`src/rtl/vpc_pkg.sv`:
```
package vpc_pkg;
  localparam int NVEC  = 7;
  localparam int PID_W = 3;
  localparam int LVL_W = 4;

  localparam int OFS_EN      = 'h00;
  localparam int OFS_VEC0    = 'h00;  // vector n at OFS_VEC0 + 4*n
  localparam int OFS_SWDLY   = 'h20;
  localparam int OFS_NMIDLY  = 'h24;
  localparam int OFS_LAST    = 'h28;
  localparam int OFS_CAP0    = 'h28;  // capture n at OFS_CAP0 + 4*n
  localparam int OFS_NEWID   = 'h48;
  localparam int OFS_CONFIRM = 'h4C;
  localparam int OFS_NMI_SET = 'h54;
  localparam int OFS_NMI_REL = 'h58;
endpackage

```
`src/rtl/vpc_vector_match.sv`:
```
module vpc_vector_match #(
  parameter int NVEC   = 7,
  parameter int ADDR_W = 32,
  parameter int IDX_W  = 4
) (
  input  logic              clk,
  input  logic              rst_n,
  input  logic              fetch_valid,
  input  logic [ADDR_W-1:0] fetch_addr,
  input  logic [NVEC-1:0]   en,
  input  logic [ADDR_W-1:0] vaddr [NVEC],
  output logic              hit,
  output logic [IDX_W-1:0]  hit_idx,
  output logic [NVEC-1:0]   grant
);
  logic [NVEC-1:0] raw;
  logic [NVEC:0]   below;

  assign below[0] = 1'b0;
  for (genvar i = 0; i < NVEC; i++) begin : g_cmp
    assign raw[i]     = fetch_valid && en[i] && (fetch_addr == vaddr[i]);
    assign below[i+1] = below[i] | raw[i];
    assign grant[i]   = raw[i] & ~below[i];
  end

  assign hit = below[NVEC];

  always_comb begin
    hit_idx = '0;
    for (int i = NVEC - 1; i >= 0; i--) begin
      if (raw[i]) hit_idx = IDX_W'(i + 1);
    end
  end

  // at most one winner, and a winner exists whenever anything matched
  assert_single_grant_R4: assert property (@(posedge clk) disable iff (!rst_n)
    $onehot0(grant));
  assert_grant_on_hit_R4: assert property (@(posedge clk) disable iff (!rst_n)
    hit |-> ($countones(grant) == 1));
endmodule

```
`src/rtl/vpc_delay_timer.sv`:
```
module vpc_delay_timer #(
  parameter int DLY_W = 12
) (
  input  logic             clk,
  input  logic             rst_n,
  input  logic             start,
  input  logic [DLY_W-1:0] delay,
  input  logic             cancel,
  output logic             fire,
  output logic             busy
);
  logic [DLY_W-1:0] cnt;

  assign fire = !cancel && ((start && delay == '0) ||
                            (!start && busy && cnt == DLY_W'(1)));

  always_ff @(posedge clk or negedge rst_n) begin
    if (!rst_n) begin
      busy <= 1'b0;
      cnt  <= '0;
    end else if (cancel) begin
      busy <= 1'b0;
    end else if (start) begin
      busy <= (delay != '0);
      cnt  <= delay;
    end else if (busy) begin
      if (cnt == DLY_W'(1)) busy <= 1'b0;
      cnt <= cnt - DLY_W'(1);
    end
  end

  // a fired switch leaves nothing pending
  assert_fire_idle_R5: assert property (@(posedge clk) disable iff (!rst_n)
    fire |=> !busy);
  // cancellation drops any pending switch
  assert_cancel_idle_R6: assert property (@(posedge clk) disable iff (!rst_n)
    cancel |=> !busy);
endmodule

```
`src/rtl/vec_pid_ctrl.sv`:
```
module vec_pid_ctrl
  import vpc_pkg::*;
#(
  parameter int ADDR_W      = 32,
  parameter int DATA_W      = 32,
  parameter int OFS_W       = 8,
  parameter int DLY_W       = 12,
  parameter int SW_DLY_RST  = 20,
  parameter int NMI_DLY_RST = 16
) (
  input  logic              clk,
  input  logic              rst_n,
  input  logic              reg_wr,
  input  logic [OFS_W-1:0]  reg_addr,
  input  logic [DATA_W-1:0] reg_wdata,
  output logic [DATA_W-1:0] reg_rdata,
  input  logic              fetch_valid,
  input  logic [ADDR_W-1:0] fetch_addr,
  output logic [PID_W-1:0]  cur_pid,
  output logic              nmi_mask
);
  localparam int CAP_W = PID_W + LVL_W;

  logic [NVEC:1]      en_r;
  logic [ADDR_W-1:0]  vaddr_r [NVEC];
  logic [CAP_W-1:0]   cap_r   [NVEC];
  logic [DLY_W-1:0]   sw_dly_r, nmi_dly_r;
  logic [LVL_W-1:0]   last_r;
  logic [PID_W-1:0]   new_id_r, target_r;

  logic wr_en, wr_swdly, wr_nmidly, wr_last, wr_newid, wr_confirm, wr_nset, wr_nrel;
  logic [NVEC-1:0] wr_vec;

  assign wr_en      = reg_wr && reg_addr == OFS_W'(OFS_EN);
  assign wr_swdly   = reg_wr && reg_addr == OFS_W'(OFS_SWDLY);
  assign wr_nmidly  = reg_wr && reg_addr == OFS_W'(OFS_NMIDLY);
  assign wr_last    = reg_wr && reg_addr == OFS_W'(OFS_LAST);
  assign wr_newid   = reg_wr && reg_addr == OFS_W'(OFS_NEWID);
  assign wr_confirm = reg_wr && reg_addr == OFS_W'(OFS_CONFIRM);
  assign wr_nset    = reg_wr && reg_addr == OFS_W'(OFS_NMI_SET);
  assign wr_nrel    = reg_wr && reg_addr == OFS_W'(OFS_NMI_REL);

  for (genvar i = 0; i < NVEC; i++) begin : g_vdec
    assign wr_vec[i] = reg_wr && reg_addr == OFS_W'(OFS_VEC0 + 4 * (i + 1));
  end

  // vector comparison
  logic             hit;
  logic [LVL_W-1:0] hit_idx;
  logic [NVEC-1:0]  grant;

  vpc_vector_match #(.NVEC(NVEC), .ADDR_W(ADDR_W), .IDX_W(LVL_W)) u_match (
    .clk(clk), .rst_n(rst_n), .fetch_valid(fetch_valid), .fetch_addr(fetch_addr),
    .en(en_r), .vaddr(vaddr_r), .hit(hit), .hit_idx(hit_idx), .grant(grant)
  );

  // deferred switch and NMI release timers
  logic pid_fire, pid_busy, nmi_fire, nmi_busy;

  vpc_delay_timer #(.DLY_W(DLY_W)) u_pid_tmr (
    .clk(clk), .rst_n(rst_n), .start(wr_confirm), .delay(sw_dly_r),
    .cancel(hit), .fire(pid_fire), .busy(pid_busy)
  );

  vpc_delay_timer #(.DLY_W(DLY_W)) u_nmi_tmr (
    .clk(clk), .rst_n(rst_n), .start(wr_nrel), .delay(nmi_dly_r),
    .cancel(wr_nset), .fire(nmi_fire), .busy(nmi_busy)
  );

  logic [PID_W-1:0] switch_to;
  assign switch_to = wr_confirm ? new_id_r : target_r;

  always_ff @(posedge clk or negedge rst_n) begin
    if (!rst_n) begin
      en_r      <= '0;
      sw_dly_r  <= DLY_W'(SW_DLY_RST);
      nmi_dly_r <= DLY_W'(NMI_DLY_RST);
      last_r    <= '0;
      new_id_r  <= '0;
      target_r  <= '0;
      cur_pid   <= '0;
      nmi_mask  <= 1'b0;
      for (int i = 0; i < NVEC; i++) begin
        vaddr_r[i] <= '0;
        cap_r[i]   <= '0;
      end
    end else begin
      if (wr_en)      en_r      <= reg_wdata[NVEC:1];
      if (wr_swdly)   sw_dly_r  <= reg_wdata[DLY_W-1:0];
      if (wr_nmidly)  nmi_dly_r <= reg_wdata[DLY_W-1:0];
      if (wr_newid)   new_id_r  <= reg_wdata[PID_W-1:0];
      if (wr_confirm) target_r  <= new_id_r;
      for (int i = 0; i < NVEC; i++) begin
        if (wr_vec[i]) vaddr_r[i] <= reg_wdata[ADDR_W-1:0];
        if (grant[i])  cap_r[i]   <= {last_r, cur_pid};
      end
      if (hit)          last_r <= hit_idx;
      else if (wr_last) last_r <= reg_wdata[LVL_W-1:0];
      if (hit)           cur_pid <= '0;
      else if (pid_fire) cur_pid <= switch_to;
      if (wr_nset)       nmi_mask <= 1'b1;
      else if (nmi_fire) nmi_mask <= 1'b0;
    end
  end

  always_comb begin
    reg_rdata = '0;
    if (reg_addr == OFS_W'(OFS_EN))     reg_rdata[NVEC:1]   = en_r;
    if (reg_addr == OFS_W'(OFS_SWDLY))  reg_rdata[DLY_W-1:0] = sw_dly_r;
    if (reg_addr == OFS_W'(OFS_NMIDLY)) reg_rdata[DLY_W-1:0] = nmi_dly_r;
    if (reg_addr == OFS_W'(OFS_LAST))   reg_rdata[LVL_W-1:0] = last_r;
    if (reg_addr == OFS_W'(OFS_NEWID))  reg_rdata[PID_W-1:0] = new_id_r;
    for (int i = 0; i < NVEC; i++) begin
      if (reg_addr == OFS_W'(OFS_VEC0 + 4 * (i + 1))) reg_rdata = DATA_W'(vaddr_r[i]);
      if (reg_addr == OFS_W'(OFS_CAP0 + 4 * (i + 1))) reg_rdata = DATA_W'(cap_r[i]);
    end
  end

  // a hit puts the core in the privileged domain
  assert_hit_priv_R2: assert property (@(posedge clk) disable iff (!rst_n)
    hit |=> cur_pid == '0);
  // last-vector register follows the winning index
  assert_last_tracks_R3: assert property (@(posedge clk) disable iff (!rst_n)
    hit |=> last_r == $past(hit_idx));
  // the ID moves only on a hit or a fired switch
  assert_pid_hold_R5: assert property (@(posedge clk) disable iff (!rst_n)
    (!hit && !pid_fire) |=> $stable(cur_pid));
  // set request raises the mask
  assert_nmi_set_R7: assert property (@(posedge clk) disable iff (!rst_n)
    wr_nset |=> nmi_mask);
  // the mask falls only when the release timer fires
  assert_nmi_hold_R7: assert property (@(posedge clk) disable iff (!rst_n)
    (nmi_mask && !nmi_fire) |=> nmi_mask);
endmodule

```
`config.mk`:
```
export PLATFORM = sky130hd
export DESIGN_NAME = vec_pid_ctrl
export DESIGN_NICKNAME = d
export VERILOG_FILES = /design/src/rtl/vpc_pkg.sv /design/src/rtl/vpc_vector_match.sv /design/src/rtl/vpc_delay_timer.sv /design/src/rtl/vec_pid_ctrl.sv
export SDC_FILE = /design/constraint.sdc
export NUM_CORES = 1
export LEC_CHECK = 0
export CAP_MARGIN = 20
export CORE_MARGIN = 10
export CORE_UTILIZATION = 40
export CTS_BUF_LIST = sky130_fd_sc_hd__clkbuf_8
export DETAILED_ROUTE_END_ITERATION = 6
export PLACE_DENSITY = 0.68
export SLEW_MARGIN = 20
export SYNTH_ARGS = -nofsm -noshare
export SYNTH_HDL_FRONTEND = slang
export SYNTH_HIERARCHICAL = 1
export SYNTH_SLANG_ARGS = --single-unit
```
`constraint.sdc`:
```
create_clock -name clk -period 4.16 [get_ports clk]
set_input_delay 0.832 -clock clk [delete_from_list [all_inputs] [get_ports clk]]
set_output_delay 0.832 -clock clk [all_outputs]
set_load 0.01 [all_outputs]
```
Word-level counts from Yosys, hierarchy flattened
Cells that the tools add are included.
W data, S select, Z words.
{"block": "word_totals", "regBits": 344, "inputBits": 76, "out_inout_bits": 36, "elab_cells": 178}
{"block": "op_classes", "n_addsub": 2, "eq_ne": 30, "mux": 45, "bitwise": 20, "n_reduce_logical": 55}
{"op": "$mux W32", "n": 14}
{"op": "$eq A32 B32 Y1", "n": 7}
{"op": "$mux W12", "n": 6}
{"op": "$eq A8 B6 Y1 const B", "n": 8}
{"op": "$eq A8 B7 Y1 const B", "n": 6}
{"op": "$logic_and A1 B1 Y1", "n": 37}
{"op": "$mux W4", "n": 9}
{"op": "$eq A8 B5 Y1 const B", "n": 4}
{"op": "$eq A12 B1 Y1 const B", "n": 2}
{"op": "$logic_not A12 Y1", "n": 2}
{"op": "$reduce_bool A12 Y1", "n": 2}
{"op": "$sub A12 B1 Y12 const B", "n": 2}
{"op": "$eq A8 B4 Y1 const B", "n": 2}
{"op": "$mux W3", "n": 5}
{"op": "$mux W1", "n": 10}
{"op": "$reduce_bool A2 Y1", "n": 5}
{"op": "$eq A8 B3 Y1 const B", "n": 1}
{"op": "$logic_not A8 Y1", "n": 1}
{"op": "$not A1 Y1", "n": 8}
{"op": "$mux W7", "n": 1}
{"op": "$and A1 B1 Y1", "n": 6}
{"op": "$or A1 B1 Y1", "n": 6}
{"op": "$logic_not A1 Y1", "n": 4}
{"op": "$reduce_and A2 Y1", "n": 2}
{"op": "$logic_or A1 B1 Y1", "n": 2}

Logic depth before layout (Yosys ltp)
{"block": "depth", "ltp_word": 20, "mapped_depth": 12, "mapped_depth_nobuf": 10}

By module
The synthesis kept the hierarchy.
{"module": "vec_pid_ctrl", "instances": 1, "cells_each": 1123, "area_per_inst_um2": 15133.3, "seq_area_each_um2": 7961.4}
{"module": "vpc_vector_match", "instances": 1, "cells_each": 364, "area_per_inst_um2": 2986.6, "seq_area_each_um2": 0.0}
{"module": "vpc_delay_timer", "instances": 2, "cells_each": 101, "area_per_inst_um2": 889.6, "seq_area_each_um2": 325.3}

Least setup slack after synthesis
Ideal clock, no wire load.
{"block": "synth_timing", "kind": "input -> output", "startpoint": "input port reg_addr[2]", "endpoint": "output port reg_rdata[0]", "t_arrival_ns": 2.425, "required_ns": 3.328, "slack_ns": 0.903, "stages": 8, "path_buffers": 3, "cell_sequence": "buf_2 buf_2 nor4_1 buf_2 a22oi_1 a211oi_1 nor4b_1 a311oi_1"}
{"block": "synth_between", "elab_chain_len": 19, "elab_cells_between_ends": 36, "classes_between": "eq/ne (18); mux (18)"}
{"item": "start, declared", "line_no": "vec_pid_ctrl.sv:14", "rtl": "input logic [OFS_W-1:0] reg_addr,"}
{"item": "$eq A8 B6 Y1", "line_no": "vec_pid_ctrl.sv:109", "rtl": "if (reg_addr == OFS_W'(OFS_SWDLY)) reg_rdata[DLY_W-1:0] = sw_dly_r;"}
{"item": "$mux W12", "line_no": "vec_pid_ctrl.sv:109"}
{"item": "$mux W12", "line_no": "vec_pid_ctrl.sv:110", "rtl": "if (reg_addr == OFS_W'(OFS_NMIDLY)) reg_rdata[DLY_W-1:0] = nmi_dly_r;"}
{"item": "$mux W4", "line_no": "vec_pid_ctrl.sv:111", "rtl": "if (reg_addr == OFS_W'(OFS_LAST)) reg_rdata[LVL_W-1:0] = last_r;"}
{"item": "$mux W3", "line_no": "vec_pid_ctrl.sv:112", "rtl": "if (reg_addr == OFS_W'(OFS_NEWID)) reg_rdata[PID_W-1:0] = new_id_r;"}
{"item": "$mux W32", "line_no": "vec_pid_ctrl.sv:114", "rtl": "if (reg_addr == OFS_W'(OFS_VEC0 + 4 * (i + 1))) reg_rdata = DATA_W'(vaddr_r[i]);"}
{"item": "$mux W32", "line_no": "vec_pid_ctrl.sv:115", "rtl": "if (reg_addr == OFS_W'(OFS_CAP0 + 4 * (i + 1))) reg_rdata = DATA_W'(cap_r[i]);"}
{"item": "$mux W32", "line_no": "vec_pid_ctrl.sv:114"}
{"item": "[3 not listed]"}
{"item": "$mux W32", "line_no": "vec_pid_ctrl.sv:114"}
{"item": "$mux W32", "line_no": "vec_pid_ctrl.sv:115"}
{"item": "$mux W32", "line_no": "vec_pid_ctrl.sv:114"}
{"item": "$mux W32", "line_no": "vec_pid_ctrl.sv:115"}
{"item": "$mux W32", "line_no": "vec_pid_ctrl.sv:114"}
{"item": "$mux W32", "line_no": "vec_pid_ctrl.sv:115"}
{"item": "$mux W32", "line_no": "vec_pid_ctrl.sv:114"}
{"item": "$mux W32 *", "line_no": "vec_pid_ctrl.sv:115"}
{"item": "end, declared", "line_no": "vec_pid_ctrl.sv:16", "rtl": "output logic [DATA_W-1:0] reg_rdata,"}
Mark *: on every way between the ends. The rest lies on a longest branch, timed or not.

Worst setup path after layout
{"block": "layout_timing", "startpoint": "input port reg_addr[7]", "endpoint": "output port reg_rdata[4]"}
{"block": "layout_between", "elab_chain_len": 18, "elab_cells_between_ends": 34, "classes_between": "eq/ne (16); mux (17); reduce/logical (1)"}
{"item": "$logic_not A8 Y1", "line_no": "vec_pid_ctrl.sv:108", "rtl": "if (reg_addr == OFS_W'(OFS_EN)) reg_rdata[NVEC:1] = en_r;"}
{"item": "$mux W7", "line_no": "vec_pid_ctrl.sv:108"}
{"item": "$mux W12", "line_no": "vec_pid_ctrl.sv:109"}
{"item": "$mux W12", "line_no": "vec_pid_ctrl.sv:110"}
{"item": "$mux W32", "line_no": "vec_pid_ctrl.sv:114"}
{"item": "$mux W32", "line_no": "vec_pid_ctrl.sv:115"}
{"item": "$mux W32", "line_no": "vec_pid_ctrl.sv:114"}
{"item": "$mux W32", "line_no": "vec_pid_ctrl.sv:115"}
{"item": "[2 not listed]"}
{"item": "$mux W32", "line_no": "vec_pid_ctrl.sv:114"}
{"item": "$mux W32", "line_no": "vec_pid_ctrl.sv:115"}
{"item": "$mux W32", "line_no": "vec_pid_ctrl.sv:114"}
{"item": "$mux W32", "line_no": "vec_pid_ctrl.sv:115"}
{"item": "$mux W32", "line_no": "vec_pid_ctrl.sv:114"}
{"item": "$mux W32", "line_no": "vec_pid_ctrl.sv:115"}
{"item": "$mux W32", "line_no": "vec_pid_ctrl.sv:114"}
{"item": "$mux W32 *", "line_no": "vec_pid_ctrl.sv:115"}
Marked as above.

==> impl_metrics.ini <==
[run_status]
outcome = completed

[finish]
multi_input_gate_area_um2 = 10400
final_util = 0.488
final-instance-count-excl-fill = 2636
final_layout_size_suffix_gt1_frac = 0.330
fillCellCount = 4452
nets_finish = 2010
area_growth_syn_to_layout_pct = 20.3
layout.area.seq_um2 = 8610

[grt]
globalRouteOverflowTotal = 0
grt_usage = 0.244
antenna_found_initial = 2
vias_in_the_first_global_route = 15900
maximum_number_of_pins_on_one_net_before_global_route_repair = 89
wire_length_of_the_first_global_routing_pass_um = 109000

[clock_network]
library_cell_used_as_clock_root_buffer = sky130_fd_sc_hd__clkbuf_8
number_of_buffers_inserted_during_clock_tree_synthesis = 57
clk_path_buf_depth = 3
cts.clk_slew.worst_paths_ps = 60
worst_skew_pair.late_latency_ps = 700
ctsHoldBuffers = 0
tritoncts = done
htreeDepth = 2
total_number_of_clock_tree_sinks = 344

[pwr]
p_sw_w = 0.00231
vdd_ir_drop_max_mv = 0.200
static_leakage_nw = 11.2
power_frac_comb = 0.150
p_seq_frac = 0.469
finalPower_w = 0.00796
pwr_density_cell_nw_per_um2 = 333
power_report.internal_total_w = 0.00565
power.switching_fraction = 0.290
clkPwrFrac = 0.381

[timing]
finalMaxSlewViolations = 0
unrepaired_setup_endpoints_after_global_routing = false
hold_ws_ps = 166
fin_crit_sh = 0.977
slew-limit-headroom = 0.374
finalWorstSetupSlack_ps = 94.5
clock-skew-final_ps = 48.6
final_count_of_hold_timing_violations = 0
setup-violations-final = 0
period_needed_ps = 4070
tightest_slew_ps = 931
achievable-frequency_ghz = 0.246

[detailed_routing]
route.detailed.wl_per_inst_um = 28.1
via_per_instance_ratio = 6.00
wl_um = 74000
detailedRoute.firstIterationViolations = 1869
drc = 0
drtPass1Iterations = 6
route.vias.total = 15800
final_antenna_net_count = 0

[yosys]
synth_cells = 1689
yosys_reg_bits = 344
postSynth.topFlopCell = sky130_fd_sc_hd__dfrtp_1
netlist.area_leader.share = 0.429
yosysSeqAreaShare = 0.433
syn_nets = 1769
synth_area_um2 = 19900
synth_top_area_cell = sky130_fd_sc_hd__dfrtp_1
edff_count_synth = 0
postSynthAreaPerCell_um2 = 11.8
largest_cells_by_area_after_synthesis = sky130_fd_sc_hd__dfrtp_1 43%, sky130_fd_sc_hd__mux2_2 11%, sky130_fd_sc_hd__xnor2_1 7.6%, sky130_fd_sc_hd__mux2_4 6.8%, sky130_fd_sc_hd__buf_6 2.4%
postSynth.asyncResetShare = 1.00
synth.lib_cells_used.distinct = 95
synth.yosys.warnings = 6

[setup_path]
crit_required_ps = 3330
reg2reg_depth = 10
end_kind = primary output
path_class = in2out
crit_path_start_kind = input port
worst_ep_arrival_time_ps = 3230
path_max_fanout = 5

[die]
io-pin-count = 112
floorplan.core_area_um2 = 49100
fp.dieH_um = 243
initial_core_util = 0.406
die-width_um = 243
die_area_um2 = 59100
rows = 81

[placement]
placement.io_buffers = 111
detailedPlacementHpwl_um = 55800
dp_cell_count = 2530
preCtsSetupSlack_ps = -579
globalplace.congestion = 0.992

[min_path]
min-delay-path-class = in2async

[run]
drv_cap = 0
flip-flops by register name, summed over array words and instances, names as in the netlist:
name / cells
target_r: 3
u_pid_tmr/cnt: 12
en_r: 7
cap_r: 49
last_r: 4
u_nmi_tmr/cnt: 12
u_pid_tmr/busy: 1
sw_dly_r: 12
cur_pid: 3
new_id_r: 3
vaddr_r: 224
nmi_dly_r: 12
nmi_mask: 1
u_nmi_tmr/busy: 1
layout make-up:
type                       instances  area share
clock buffer                      67      0.0385
multi-input combinational       1196       0.434
sequential                       344       0.360
inverter                          14     0.00220
tap                              664      0.0347
antenna                            1    0.000105
clock inverter                    33     0.00910
timing repair buffer             317       0.121
per-stage QoR:
stage,instance area (um^2),TNS [ps]
global placement,22700,-6480
global route,23900,0
CTS,23900,0
detailed placement,22700,-7160
finish,23900,0
floorplan,19900,0
synth_stat cells (20+ instances only):
cell,number
sky130_fd_sc_hd__dfrtp_1,341
sky130_fd_sc_hd__mux2_2,197
sky130_fd_sc_hd__xnor2_1,173
sky130_fd_sc_hd__mux2_4,90
sky130_fd_sc_hd__a22oi_1,60
sky130_fd_sc_hd__nand3_1,54
sky130_fd_sc_hd__nor2_1,53
sky130_fd_sc_hd__xor2_1,47
sky130_fd_sc_hd__nand4_1,46
sky130_fd_sc_hd__a21oi_1,43
sky130_fd_sc_hd__nand2_1,43
sky130_fd_sc_hd__buf_6,42
sky130_fd_sc_hd__clkbuf_1,36
sky130_fd_sc_hd__nor3_1,33
sky130_fd_sc_hd__nor4_1,30
sky130_fd_sc_hd__a222oi_1,24
sky130_fd_sc_hd__mux2_1,24
sky130_fd_sc_hd__o21ai_0,24
sky130_fd_sc_hd__buf_2,21
sky130_fd_sc_hd__o21ai_1,20
worst max-delay path, cell delays in order:
cell and delay, ps:
sky130_fd_sc_hd__clkdlybuf4s50_1 460, sky130_fd_sc_hd__or4b_1 520, sky130_fd_sc_hd__buf_4 200, sky130_fd_sc_hd__nor2_8 190, sky130_fd_sc_hd__buf_4 150, sky130_fd_sc_hd__a221oi_1 70, sky130_fd_sc_hd__o31a_1 250, sky130_fd_sc_hd__o21ai_1 240
sky130_fd_sc_hd__dlygate4sd2_1 310
path summary, 6_finish.rpt:
check / from / end / slack [ps]
worst max-delay path: reg_addr[7] / reg_rdata[4] / 90
worst min-delay path: rst_n / vaddr_r[58] / 170
max in group asynchronous: rst_n / vaddr_r[163] / 3060
worst max register to register: vaddr_r[80] / u_pid_tmr/cnt[0] / 910
worst min register to register: cap_r[46] / cap_r[46] / 500
min in group clk: cap_r[46] / cap_r[46] / 500
routing by layer:
layer | GRT usage | vias up | share of wire
li1 | - | 6715 | -
met1 | 0.332 | 8052 | 0.42
met2 | 0.374 | 868 | 0.45
met3 | 0.0441 | 170 | 0.083
met4 | 0.105 | 0 | 0.039
met5 | 0 | - | 0
placed cells by master, fill, tap and decap left out, types with 5 or more instances in the layout:
| cell type | instances |
|---|---|
| sky130_fd_sc_hd__mux2_2 | 197 |
| sky130_fd_sc_hd__buf_4 | 180 |
| sky130_fd_sc_hd__o22a_1 | 5 |
| sky130_fd_sc_hd__a31oi_1 | 8 |
| sky130_fd_sc_hd__o22ai_1 | 8 |
| sky130_fd_sc_hd__nor2_8 | 6 |
| sky130_fd_sc_hd__o21a_1 | 6 |
| sky130_fd_sc_hd__clkbuf_8 | 67 |
| sky130_fd_sc_hd__xor2_1 | 47 |
| sky130_fd_sc_hd__a22oi_1 | 60 |
| sky130_fd_sc_hd__nand3_1 | 54 |
| sky130_fd_sc_hd__dfrtp_1 | 341 |
| sky130_fd_sc_hd__a22o_1 | 9 |
| sky130_fd_sc_hd__o21ai_0 | 21 |
| sky130_fd_sc_hd__dlygate4sd2_1 | 35 |
| sky130_fd_sc_hd__nor3_1 | 33 |
| sky130_fd_sc_hd__buf_12 | 23 |
| sky130_fd_sc_hd__a222oi_1 | 24 |
| sky130_fd_sc_hd__nand2_1 | 43 |
| sky130_fd_sc_hd__nor2_1 | 51 |
| sky130_fd_sc_hd__xnor2_1 | 173 |
| sky130_fd_sc_hd__o211ai_1 | 6 |
| sky130_fd_sc_hd__and3_1 | 8 |
| sky130_fd_sc_hd__mux2_1 | 24 |
| sky130_fd_sc_hd__a221oi_1 | 10 |
| sky130_fd_sc_hd__nand2_2 | 6 |
| sky130_fd_sc_hd__nand4_1 | 46 |
| sky130_fd_sc_hd__or4_4 | 8 |
| sky130_fd_sc_hd__clkdlybuf4s50_1 | 73 |
| sky130_fd_sc_hd__nor2b_1 | 11 |
| sky130_fd_sc_hd__inv_1 | 29 |
| sky130_fd_sc_hd__nor4_1 | 28 |
| sky130_fd_sc_hd__mux2i_1 | 19 |
| sky130_fd_sc_hd__mux2_4 | 90 |
| sky130_fd_sc_hd__o21ai_1 | 23 |
| sky130_fd_sc_hd__clkinv_2 | 9 |
| sky130_fd_sc_hd__a21oi_1 | 43 |
| sky130_fd_sc_hd__nand2b_1 | 12 |
cells by family after synthesis:
logic type               Yosys count  synth area share
AO/OA/AOI/OAI                    272            0.0980
XOR/XNOR                         223            0.0993
adder cells (fa/ha/maj)            4           0.00252
buffers and inverters            149            0.0485
flip-flops                       344             0.433
multiplexers                     332             0.205
other                              1          0.000188
AND/OR/NAND/NOR                  364             0.114
power by group through the flow:
stage | clock (W) | sequential (W) | combinational, W
6_report | 0.00303 | 0.00374 | 0.00119
3_5_place_dp | 0 | 0.00379 | 0.00116
3_3_place_gp | 0 | 0.00377 | 0.00115
4_1_cts | 0.00309 | 0.00373 | 0.00117
2_1_floorplan | 0 | 0.00371 | 0.000681
5_1_grt | 0.00325 | 0.00375 | 0.00127
repair_timing:
action	4_1_cts	5_1_grt
buffers inserted	4	0
pin swaps	2	0
setup endpoints to repair	32	2
gates resized for setup	54	2
Note: power is estimated with default switching activity, not from simulation.
